===== src/rtl/tof_pkg.sv =====
package tof_pkg;
  typedef enum logic [2:0] {
    ST_INIT,
    ST_IDLE,
    ST_FIRE,
    ST_COUNT,
    ST_LOAD
  } tof_state_e;
endpackage


===== src/rtl/tof_ctrl.sv =====
module tof_ctrl
  import tof_pkg::*;
(
  input  logic       clk,
  input  logic       rst,
  input  logic       start_btn,
  input  logic       echo_in,
  output tof_state_e state,
  output logic       laser_on,
  output logic       cnt_clr,
  output logic       cnt_inc,
  output logic       rng_clr,
  output logic       rng_load
);
  tof_state_e nxt;

  always_ff @(posedge clk) begin
    if (rst) state <= ST_INIT;
    else     state <= nxt;
  end

  always_comb begin
    nxt      = state;
    laser_on = 1'b0;
    cnt_clr  = 1'b0;
    cnt_inc  = 1'b0;
    rng_clr  = 1'b0;
    rng_load = 1'b0;
    unique case (state)
      ST_INIT: begin
        rng_clr = 1'b1;
        nxt     = ST_IDLE;
      end
      ST_IDLE: begin
        cnt_clr = 1'b1;
        if (start_btn) nxt = ST_FIRE;
      end
      ST_FIRE: begin
        laser_on = 1'b1;
        nxt      = ST_COUNT;
      end
      ST_COUNT: begin
        if (echo_in) nxt = ST_LOAD;
        else         cnt_inc = 1'b1;
      end
      ST_LOAD: begin
        rng_load = 1'b1;
        nxt      = ST_IDLE;
      end
      default: nxt = ST_INIT;
    endcase
  end
endmodule


===== src/rtl/tof_cycle_counter.sv =====
module tof_cycle_counter #(
  parameter int W = 16
) (
  input  logic         clk,
  input  logic         rst,
  input  logic         clr,
  input  logic         inc,
  output logic [W-1:0] count
);
  localparam logic [W-1:0] ONE = W'(1);

  always_ff @(posedge clk) begin
    if (rst || clr) count <= '0;
    else if (inc)   count <= count + ONE;
  end
endmodule


===== src/rtl/tof_range_reg.sv =====
module tof_range_reg #(
  parameter int W     = 16,
  parameter int SHIFT = 1
) (
  input  logic         clk,
  input  logic         rst,
  input  logic         clr,
  input  logic         load,
  input  logic [W-1:0] din,
  output logic [W-1:0] q
);
  logic [W-1:0] scaled;

  generate
    if (SHIFT == 0) begin : g_pass
      assign scaled = din;
    end else begin : g_shift
      assign scaled = din >> SHIFT;
    end
  endgenerate

  always_ff @(posedge clk) begin
    if (rst || clr) q <= '0;
    else if (load)  q <= scaled;
  end
endmodule


===== src/rtl/tof_ranger.sv =====
module tof_ranger
  import tof_pkg::*;
#(
  parameter int CNT_W = 16,
  parameter int HALF  = 1
) (
  input  logic             clk,
  input  logic             rst,
  input  logic             start_btn,
  input  logic             echo_in,
  output logic             laser_on,
  output logic [CNT_W-1:0] range_out
);
  tof_state_e       st;
  logic             cnt_clr, cnt_inc, rng_clr, rng_load;
  logic [CNT_W-1:0] cnt_val;

  tof_ctrl u_ctrl (
    .clk      (clk),
    .rst      (rst),
    .start_btn(start_btn),
    .echo_in  (echo_in),
    .state    (st),
    .laser_on (laser_on),
    .cnt_clr  (cnt_clr),
    .cnt_inc  (cnt_inc),
    .rng_clr  (rng_clr),
    .rng_load (rng_load)
  );

  tof_cycle_counter #(.W(CNT_W)) u_cnt (
    .clk  (clk),
    .rst  (rst),
    .clr  (cnt_clr),
    .inc  (cnt_inc),
    .count(cnt_val)
  );

  tof_range_reg #(.W(CNT_W), .SHIFT(HALF)) u_rng (
    .clk (clk),
    .rst (rst),
    .clr (rng_clr),
    .load(rng_load),
    .din (cnt_val),
    .q   (range_out)
  );
endmodule


===== config.mk =====
export PLATFORM = sky130hd
export DESIGN_NAME = tof_ranger
export DESIGN_NICKNAME = d
export VERILOG_FILES = /design/src/rtl/tof_pkg.sv /design/src/rtl/tof_ctrl.sv /design/src/rtl/tof_cycle_counter.sv /design/src/rtl/tof_range_reg.sv /design/src/rtl/tof_ranger.sv
export SDC_FILE = /design/constraint.sdc
export NUM_CORES = 1
export LEC_CHECK = 0
export ABC_AREA = 1
export BUFFER_PORTS_ARGS = -buffer_cell sky130_fd_sc_hd__buf_4
export CORE_MARGIN = 2
export CORE_UTILIZATION = 55
export CTS_BUF_LIST = sky130_fd_sc_hd__clkbuf_4
export DETAILED_ROUTE_END_ITERATION = 8
export HOLD_SLACK_MARGIN = 0.02
export PLACE_DENSITY = 0.79
export SYNTH_ARGS = -nofsm -noshare
export SYNTH_HDL_FRONTEND = slang
export SYNTH_SLANG_ARGS = --single-unit

===== constraint.sdc =====
create_clock -name clk -period 3.2 [get_ports clk]
set_input_delay 0.16 -clock clk [delete_from_list [all_inputs] [get_ports clk]]
set_output_delay 0.16 -clock clk [all_outputs]
set_load 0.02 [all_outputs]

Word-level counts from Yosys, hierarchy flattened
Index checks and enable logic that the tools add are counted. W data, S select, Z words.

Flip-flop bits (word level): 34. Input port bits: 4.

Add/sub/neg operators: 1. Equality and inequality tests: 6. Muxes and demuxes: 9. Reductions and logical operators: 5.

Operator list (number): $add A16 B1 Y16 const B (1); $pmux W3 S4 (1); $eq A3 B2 Y1 const B (2); $mux W1 (6); $mux W3 (2); $ne A2 B2 Y1 const B (2); $eq A3 B1 Y1 const B (1); $eq A3 B3 Y1 const B (1); $logic_not A3 Y1 (1); $logic_or A1 B1 Y1 (2); $reduce_and A2 Y1 (1); $reduce_or A2 Y1 (1).

Depth between registers and ports, before layout
Gate-level depths: netlist (run 1).

Depth after elaboration: 3. Gate-level depth with buffers: 9. Gate-level depth less buffers: 9.

By module
Synthesis (run 1) repeated with hierarchy kept, for this count alone.

Cells, all modules: 243. Area total of the unflattened synthesis: 1634.1 um^2.

By module, submodules not included: tof_cycle_counter (instances 1, cells each 117, area each 792.0 um^2); tof_range_reg (instances 1, cells each 97, area each 660.6 um^2); tof_ctrl (instances 1, cells each 29, area each 181.4 um^2).

Least setup slack after synthesis (run 1)
No wires, ideal clock.

Kind: register to register. Start point: register u_cnt.count[1]. End point: register u_cnt.count[12]. Setup time: 113 ps. Arrival: 1132 ps. Path slack: 1955 ps. Cell stages (with the launch flop): 9. Clock period less this slack: 1245 ps. Path through: dfxtp_1 ha_1 nand3_1 nor2_1 nand2_1 nor2_1 nand2_1 nor2_1 nor2_1.

Longest elaborated chain between the ends: 1.

Ends and longest elaborated chain: from (decl) (line tof_cycle_counter.sv:8) `output logic [W-1:0] count`; from (signal assigned) (line tof_cycle_counter.sv:14) `else if (inc) count <= count + ONE;`; $add A16 B1 Y16 (line tof_cycle_counter.sv:14).

No other way between the ends. A chain may end at the register's enable or synchronous reset.

Worst setup path after layout (run 1)
Start point: register u_ctrl.state[0]. End point: register u_rng.q[9].

Longest elaborated chain between the ends: 3. Elaborated cells on any way between the ends: 5.

Ends and longest elaborated chain: from (decl) (line tof_ctrl.sv:8) `output tof_state_e state,`; from (signal assigned) (line tof_ctrl.sv:19) `else state <= nxt;`; $logic_not A3 Y1 (line tof_ctrl.sv:29) `unique case (state)`; $mux W1 (line tof_ctrl.sv:29); $logic_or A1 B1 Y1 (line tof_range_reg.sv:23) `if (rst || clr) q <= '0;`; to (signal assigned) (line tof_range_reg.sv:24) `else if (load) q <= scaled;`; to (decl) (line tof_range_reg.sv:10) `output logic [W-1:0] q`.

Parallel ways exist; a longest one is shown, timed or not.

==> results.sh, run 1 <==
export IMPL_syn_inst=233
export IMPL_netlist_area_mm2=0.00157
export IMPL_switchingPower_w=0.000245
export IMPL_clk_path_buf_depth=2
export IMPL_insertedDiodeCount=0
export IMPL_reg2reg_slack_ps=1370
export IMPL_drive_gt1_share_pct=12.9
export IMPL_start_util_pct=57.3
export IMPL_synth_top_area_share_pct=43.4
export IMPL_powerDensity_mw_per_mm2=471
export IMPL_synth_seq_cells=34
export IMPL_synth_ff_type="dfxtp_1"
export IMPL_r2r_cells=4
export IMPL_dieWidth_um=57.4
export IMPL_nets=260
export IMPL_synth_net_count=238
export IMPL_antenna_found_initial=0
export IMPL_endpoint_kind="register"
export IMPL_setup_tns_ps=0
export IMPL_ys_warn_count=0
export IMPL_grt_ovfl_total=0
export IMPL_clk_latency_ps=330
export IMPL_critical_path_class="register to register"
export IMPL_grt_pass1_wl_um=5460
export IMPL_vias=1444
export IMPL_path_clk_slew_ps=100
export IMPL_synthTopCellsByCount="60 x nor2_1, 38 x nand2_1, 34 x dfxtp_1"
export IMPL_dpl_hpwl_um=2370
export IMPL_hp_class="primary input to register"
export IMPL_async_flop_share_pct=0
export IMPL_drt_iter0_drc=44
export IMPL_grtUsageTotal_pct=21.5
export IMPL_setup_ws_ps=1370
export IMPL_status="finished, final reports clean"
export IMPL_slew_viol_final=0
export IMPL_yosys_top_cells_area="dfxtp_1 43%, nor2_1 14%, nand2_1 9.1%"
export IMPL_fmax_mhz=547
export IMPL_coreArea_mm2=0.00273
export IMPL_first_global_vias=1276
export IMPL_max_slew_margin_pct=55.9
export IMPL_synth_area_per_cell_um2=6.73
export IMPL_fin_crit_ps=1830
export IMPL_hold_depth=4
export IMPL_drt_pass1_iterations=4
export IMPL_multi_input_area_um2=748
export IMPL_cp_required_ps=3420
export IMPL_synth_edff_count=0
export IMPL_wirelength_um=3250
export IMPL_p_clk_share_pct=27.8
export IMPL_power_leakage_nw=0.797
export IMPL_rsz0062_at_grt="no"
export IMPL_cts_htree_levels=2
export IMPL_ys_seq_area_share_pct=43.4
export IMPL_cts_sinks=34
export IMPL_cts_tree="built"
export IMPL_finClkSkew_ps=4.36
export IMPL_routabilityCongestion=0.880
export IMPL_io_buffer_count=19
export IMPL_yosysMostFrequentCell="nor2_1"
export IMPL_setup_violations=0
export IMPL_post_cts_buffers=0
export IMPL_vias_per_cell=5.03
export IMPL_critPathMaxFanout=18
export IMPL_cts_inserted_buffers=5
export IMPL_placement_rows=19
export IMPL_tightest_slew_ps=661
export IMPL_area_growth_pct=13.7
export IMPL_post_route_util_pct=65.2
export IMPL_drc=0
export IMPL_synth_distinct_cells=20
export IMPL_arrival_ps=2040
export IMPL_peakVddDrop_uv=334
export IMPL_pre_cts_slack_ps=1370
export IMPL_min_period_over_period_pct=57.1
export IMPL_final_antenna_net_count=0
export IMPL_combPwrFrac_pct=16.9
export IMPL_fillers=259
export IMPL_register_area_um2=681
export IMPL_p_int_w=0.000594
export IMPL_hold_violations=0
export IMPL_synth_top_area_cell="dfxtp_1"
export IMPL_drv_cap=0
export IMPL_seqPwrFrac_pct=55.3
export IMPL_die_height_um=57.4
export IMPL_dieArea_mm2=0.00329
export IMPL_root_buffer="clkbuf_4"
export IMPL_io_pins=21
export IMPL_grt_max_degree=19
export IMPL_critPathLaunchType="register"
export IMPL_swShare_pct=29.2
export IMPL_wire_per_inst_um=11.3
[per-layer routing]
metal / vias to the layer above / share of wire (%) / global-route usage (%)
met5: - / 0 / 0
met4: 0 / 1.5 / 8.31
met3: 7 / 4.3 / 6.12
met2: 27 / 46 / 32.6
met1: 632 / 48 / 29.0
li1: 778 / - / -
[state kept, by name (all words and copies together), names as in the netlist]
| name | flops |
|---|---|
| u_cnt.count | 16 |
| u_ctrl.state | 3 |
| u_rng.q | 15 |
[power groups by stage]
stage	Clock, W	Combinational, W	Sequential (W)
4_1_cts	0.000238	0.000144	0.000464
3_3_place_gp	0	0.000140	0.000474
3_5_place_dp	0	0.000142	0.000474
5_1_grt	0.000252	0.000158	0.000467
6_report	0.000233	0.000142	0.000464
2_1_floorplan	0	0.0000697	0.000498
[through the flow]
| step | total power, W | instances | hold slack, ps | cell area (µm²) |
|---|---|---|---|---|
| after floorplan | 0.000568 | 233 | 229 | 1570 |
| after global placement | 0.000614 | 278 | 337 | 1720 |
| after detailed placement | 0.000617 | 278 | 340 | 1720 |
| after CTS | 0.000846 | 287 | 127 | 1780 |
| after global routing | 0.000877 | 287 | 130 | 1780 |
| final | 0.000839 | 287 | 133 | 1780 |
[final timing paths]
check	from	endpoint
max	u_ctrl.state[0]	u_rng.q[9]
min	echo_in	u_cnt.count[2]
max reg2reg	u_ctrl.state[0]	u_rng.q[9]
min reg2reg	u_rng.q[4]	u_rng.q[4]
[area by class of cell]
type / count / share of cell area, %
flip-flops and latches: 34 / 38.2
clock inverters: 2 / 0.491
well taps: 31 / 2.18
repair buffers: 20 / 8.56
multi-input cells: 165 / 42.0
clock buffers: 6 / 2.53
inverters: 29 / 6.11
[placed cells by master, fill, tap and decap left out, drive strengths merged]
cell	synthesis	final
o22ai	1	1
conb	1	1
clkinv	0	2
nand2	40	40
dfxtp	34	34
nor3	19	19
a21oi	8	8
inv	29	29
clkbuf	0	6
nand3	17	17
dlygate4sd3	0	1
o21ai	8	8
buf	5	19
o21bai	1	1
nor2	65	65
o211ai	1	1
nand4	3	3
ha	1	1
[repair_timing]
action | CTS | global route
resized for setup | 0 | 0
hold buffers | 1 | 0
hold endpoints to repair | 2 | 0
endpoints found under the setup margin | 0 | 0
[cell families (layout without fill, tap and decap cells)]
logic type      after synthesis  in the layout  share of synthesized area [%]
compound gates               19             19                           6.47
fa+ha+maj                     1              1                          0.798
buf+inv                      34             57                           8.86
flops                        34             34                           43.4
other cells                   1              1                          0.239
simple gates                144            144                           40.2
[critical path, stage by stage, from the launching register on]
cell	delay, ps
dfxtp_1	380
nor2_2	550
nand2_1	480
o22ai_1	240
nor2_1	50
No activity file was read; power rests on OpenSTA's default activity.
==> inputs of run 2 (changes only) <==
--- a/config.mk
+++ b/config.mk
@@ -8,7 +8,7 @@
 export ABC_AREA = 1
 export BUFFER_PORTS_ARGS = -buffer_cell sky130_fd_sc_hd__buf_4
 export CORE_MARGIN = 2
-export CORE_UTILIZATION = 55
+export CORE_UTILIZATION = 53
 export CTS_BUF_LIST = sky130_fd_sc_hd__clkbuf_4
 export DETAILED_ROUTE_END_ITERATION = 8
 export HOLD_SLACK_MARGIN = 0.02
==> constraint.sdc (replaced) <==
create_clock -name clk -period 1.68 [get_ports clk]
set_input_delay 0.084 -clock clk [delete_from_list [all_inputs] [get_ports clk]]
set_output_delay 0.084 -clock clk [all_outputs]
set_load 0.02 [all_outputs]
==> results.sh, run 2 (same netlist as run 1, synthesis figures left out) <==
export IMPL_status="finished, final reports clean"
export IMPL_drc=0
export IMPL_io_pins=21
export IMPL_vias_per_cell=5.14
export IMPL_endpoint_kind="register"
export IMPL_post_cts_buffers=0
export IMPL_post_route_util_pct=64.4
export IMPL_insertedDiodeCount=0
export IMPL_grt_busiest_layer="met2"
export IMPL_antenna_found_initial=0
export IMPL_die_height_um=58.4
export IMPL_layout_common_cells="60 x nor2_1, 38 x nand2_1, 34 x dfxtp_1, 29 x inv_1, 20 x buf_4"
export IMPL_hold_violations=0
export IMPL_post_cts_resized=0
export IMPL_min_period_over_period_pct=88.3
export IMPL_r2r_cells=8
export IMPL_tightest_slew_ps=528
export IMPL_io_buffer_count=19
export IMPL_fin_crit_ps=1480
export IMPL_largest_reg_flops=16
export IMPL_dpl_hpwl_um=2370
export IMPL_cts_sinks=34
export IMPL_dp_cells=279
export IMPL_use_met2_pct=34.3
export IMPL_final_common_cell="nor2_1"
export IMPL_p_total_w=0.00161
export IMPL_first_global_vias=1262
export IMPL_hold_end="u_cnt.count[2]"
export IMPL_critical_path_class="register to register"
export IMPL_grt_use_met1_pct=29.2
export IMPL_wirelength_um=3300
export IMPL_drive_gt1_share_pct=13.2
export IMPL_rsz0062_at_grt="no"
export IMPL_power_leakage_nw=0.802
export IMPL_powerDensity_mw_per_mm2=897
export IMPL_reg2reg_slack_ps=200
export IMPL_fmax_mhz=674
export IMPL_drv_cap=0
export IMPL_hp_class="primary input to register"
export IMPL_grtUsageMet3_pct=6.59
export IMPL_cts_tree="built"
export IMPL_top_register="u_cnt.count"
export IMPL_arrival_ps=1740
export IMPL_setup_violations=0
export IMPL_start_util_pct=56.4
export IMPL_root_buffer="clkbuf_4"
export IMPL_dieArea_mm2=0.00341
export IMPL_slew_viol_final=0
export IMPL_hold_depth=4
export IMPL_setup_tns_ps=0
export IMPL_drt_pass1_iterations=4
export IMPL_finClkSkew_ps=13.3
export IMPL_cts_htree_levels=2
export IMPL_critPathMaxFanout=4
export IMPL_routabilityCongestion=0.834
export IMPL_clk_path_buf_depth=2
export IMPL_fillers=263
export IMPL_placement_rows=19
export IMPL_area_growth_pct=14.2
export IMPL_max_slew_margin_pct=64.7
export IMPL_clk_latency_ps=340
export IMPL_grt_ovfl_total=0
export IMPL_final_antenna_net_count=0
export IMPL_cts_inserted_buffers=5
export IMPL_drt_iter0_drc=60
export IMPL_min_from="echo_in"
export IMPL_peakVddDrop_uv=750
export IMPL_critPathLaunchType="register"
export IMPL_final_cells=288
export IMPL_grt_max_degree=16
export IMPL_path_clk_slew_ps=110
export IMPL_reg2reg_from="u_cnt.count[1]"
export IMPL_dieWidth_um=58.4
export IMPL_cp_required_ps=1930
export IMPL_grt_pass1_wl_um=5690
export IMPL_top_regs="u_cnt.count: 16 flops, u_rng.q: 15 flops, u_ctrl.state: 3 flops"
export IMPL_vias=1481
export IMPL_r2r_end="u_cnt.count[12]"
export IMPL_coreArea_mm2=0.00278
export IMPL_grtUsageTotal_pct=22.1
export IMPL_nets=261
export IMPL_wire_per_inst_um=11.5
==> run 2: cell count changes in the layout (fill, tap and decap cells not counted) <==
cell	delta
buf_4	+1
==> run 2: layout make-up <==
cell class                      count  area (µm²)  share of cell area (%)
Tap cell                           31        38.8                    2.17
Sequential cell                    34         681                    38.0
Multi-Input combinational cell    165         748                    41.8
Clock buffer                        6        45.0                    2.52
Timing Repair Buffer               21         160                    8.94
Inverter                           29         109                    6.08
Clock inverter                      2        8.76                   0.489
==> run 2: per-layer routing <==
metal | vias up | wire length, µm
met1 | 643 | 1570
li1 | 789 | -
met3 | 10 | 168
met2 | 39 | 1510
met5 | - | 0
met4 | 0 | 54
==> run 2: power by group <==
| group | switching (W) | leakage (nW) | internal, W |
|---|---|---|---|
| Combinational | 0.000169 | 0.491 | 0.000109 |
| Clock | 0.000272 | 0.0331 | 0.000173 |
| Sequential | 0.0000300 | 0.277 | 0.000853 |
| Total | 0.000471 | 0.802 | 0.00113 |
==> run 2: worst max-delay path by stage <==
stage / cells after the start / slack (ps) / startpoint / end
after global placement: 8 / 280 / u_cnt.count[1] / u_cnt.count[12]
after floorplan: 8 / 430 / u_cnt.count[1] / u_cnt.count[12]
after global routing: 6 / 50 / u_ctrl.state[2] / u_cnt.count[1]
after detailed placement: 8 / 270 / u_cnt.count[1] / u_cnt.count[12]
final: 8 / 200 / u_cnt.count[1] / u_cnt.count[12]
after CTS: 8 / 240 / u_cnt.count[1] / u_cnt.count[12]
==> run 2: timing repair <==
item / CTS / global route
hold endpoints to repair: 2 / 0
setup endpoints to repair: 0 / 0
hold buffers: 1 / 0
==> run 2: worst max-delay path: stages (launching register included) <==
cell	delay, ps
dfxtp_1	390
ha_1	230
nand3_1	90
nor2_1	200
nand2_1	80
nor2_1	170
nand2_1	100
nor2_1	90
nor2_1	50
==> run 2: stage by stage <==
stage	cell area, µm²	setup WS (ps)	hold WS, ps
final	1790	196	49.0
after global routing	1790	53.6	36.6
after CTS	1790	244	36.6
after detailed placement	1730	269	268
after global placement	1730	284	265
after floorplan	1570	435	153
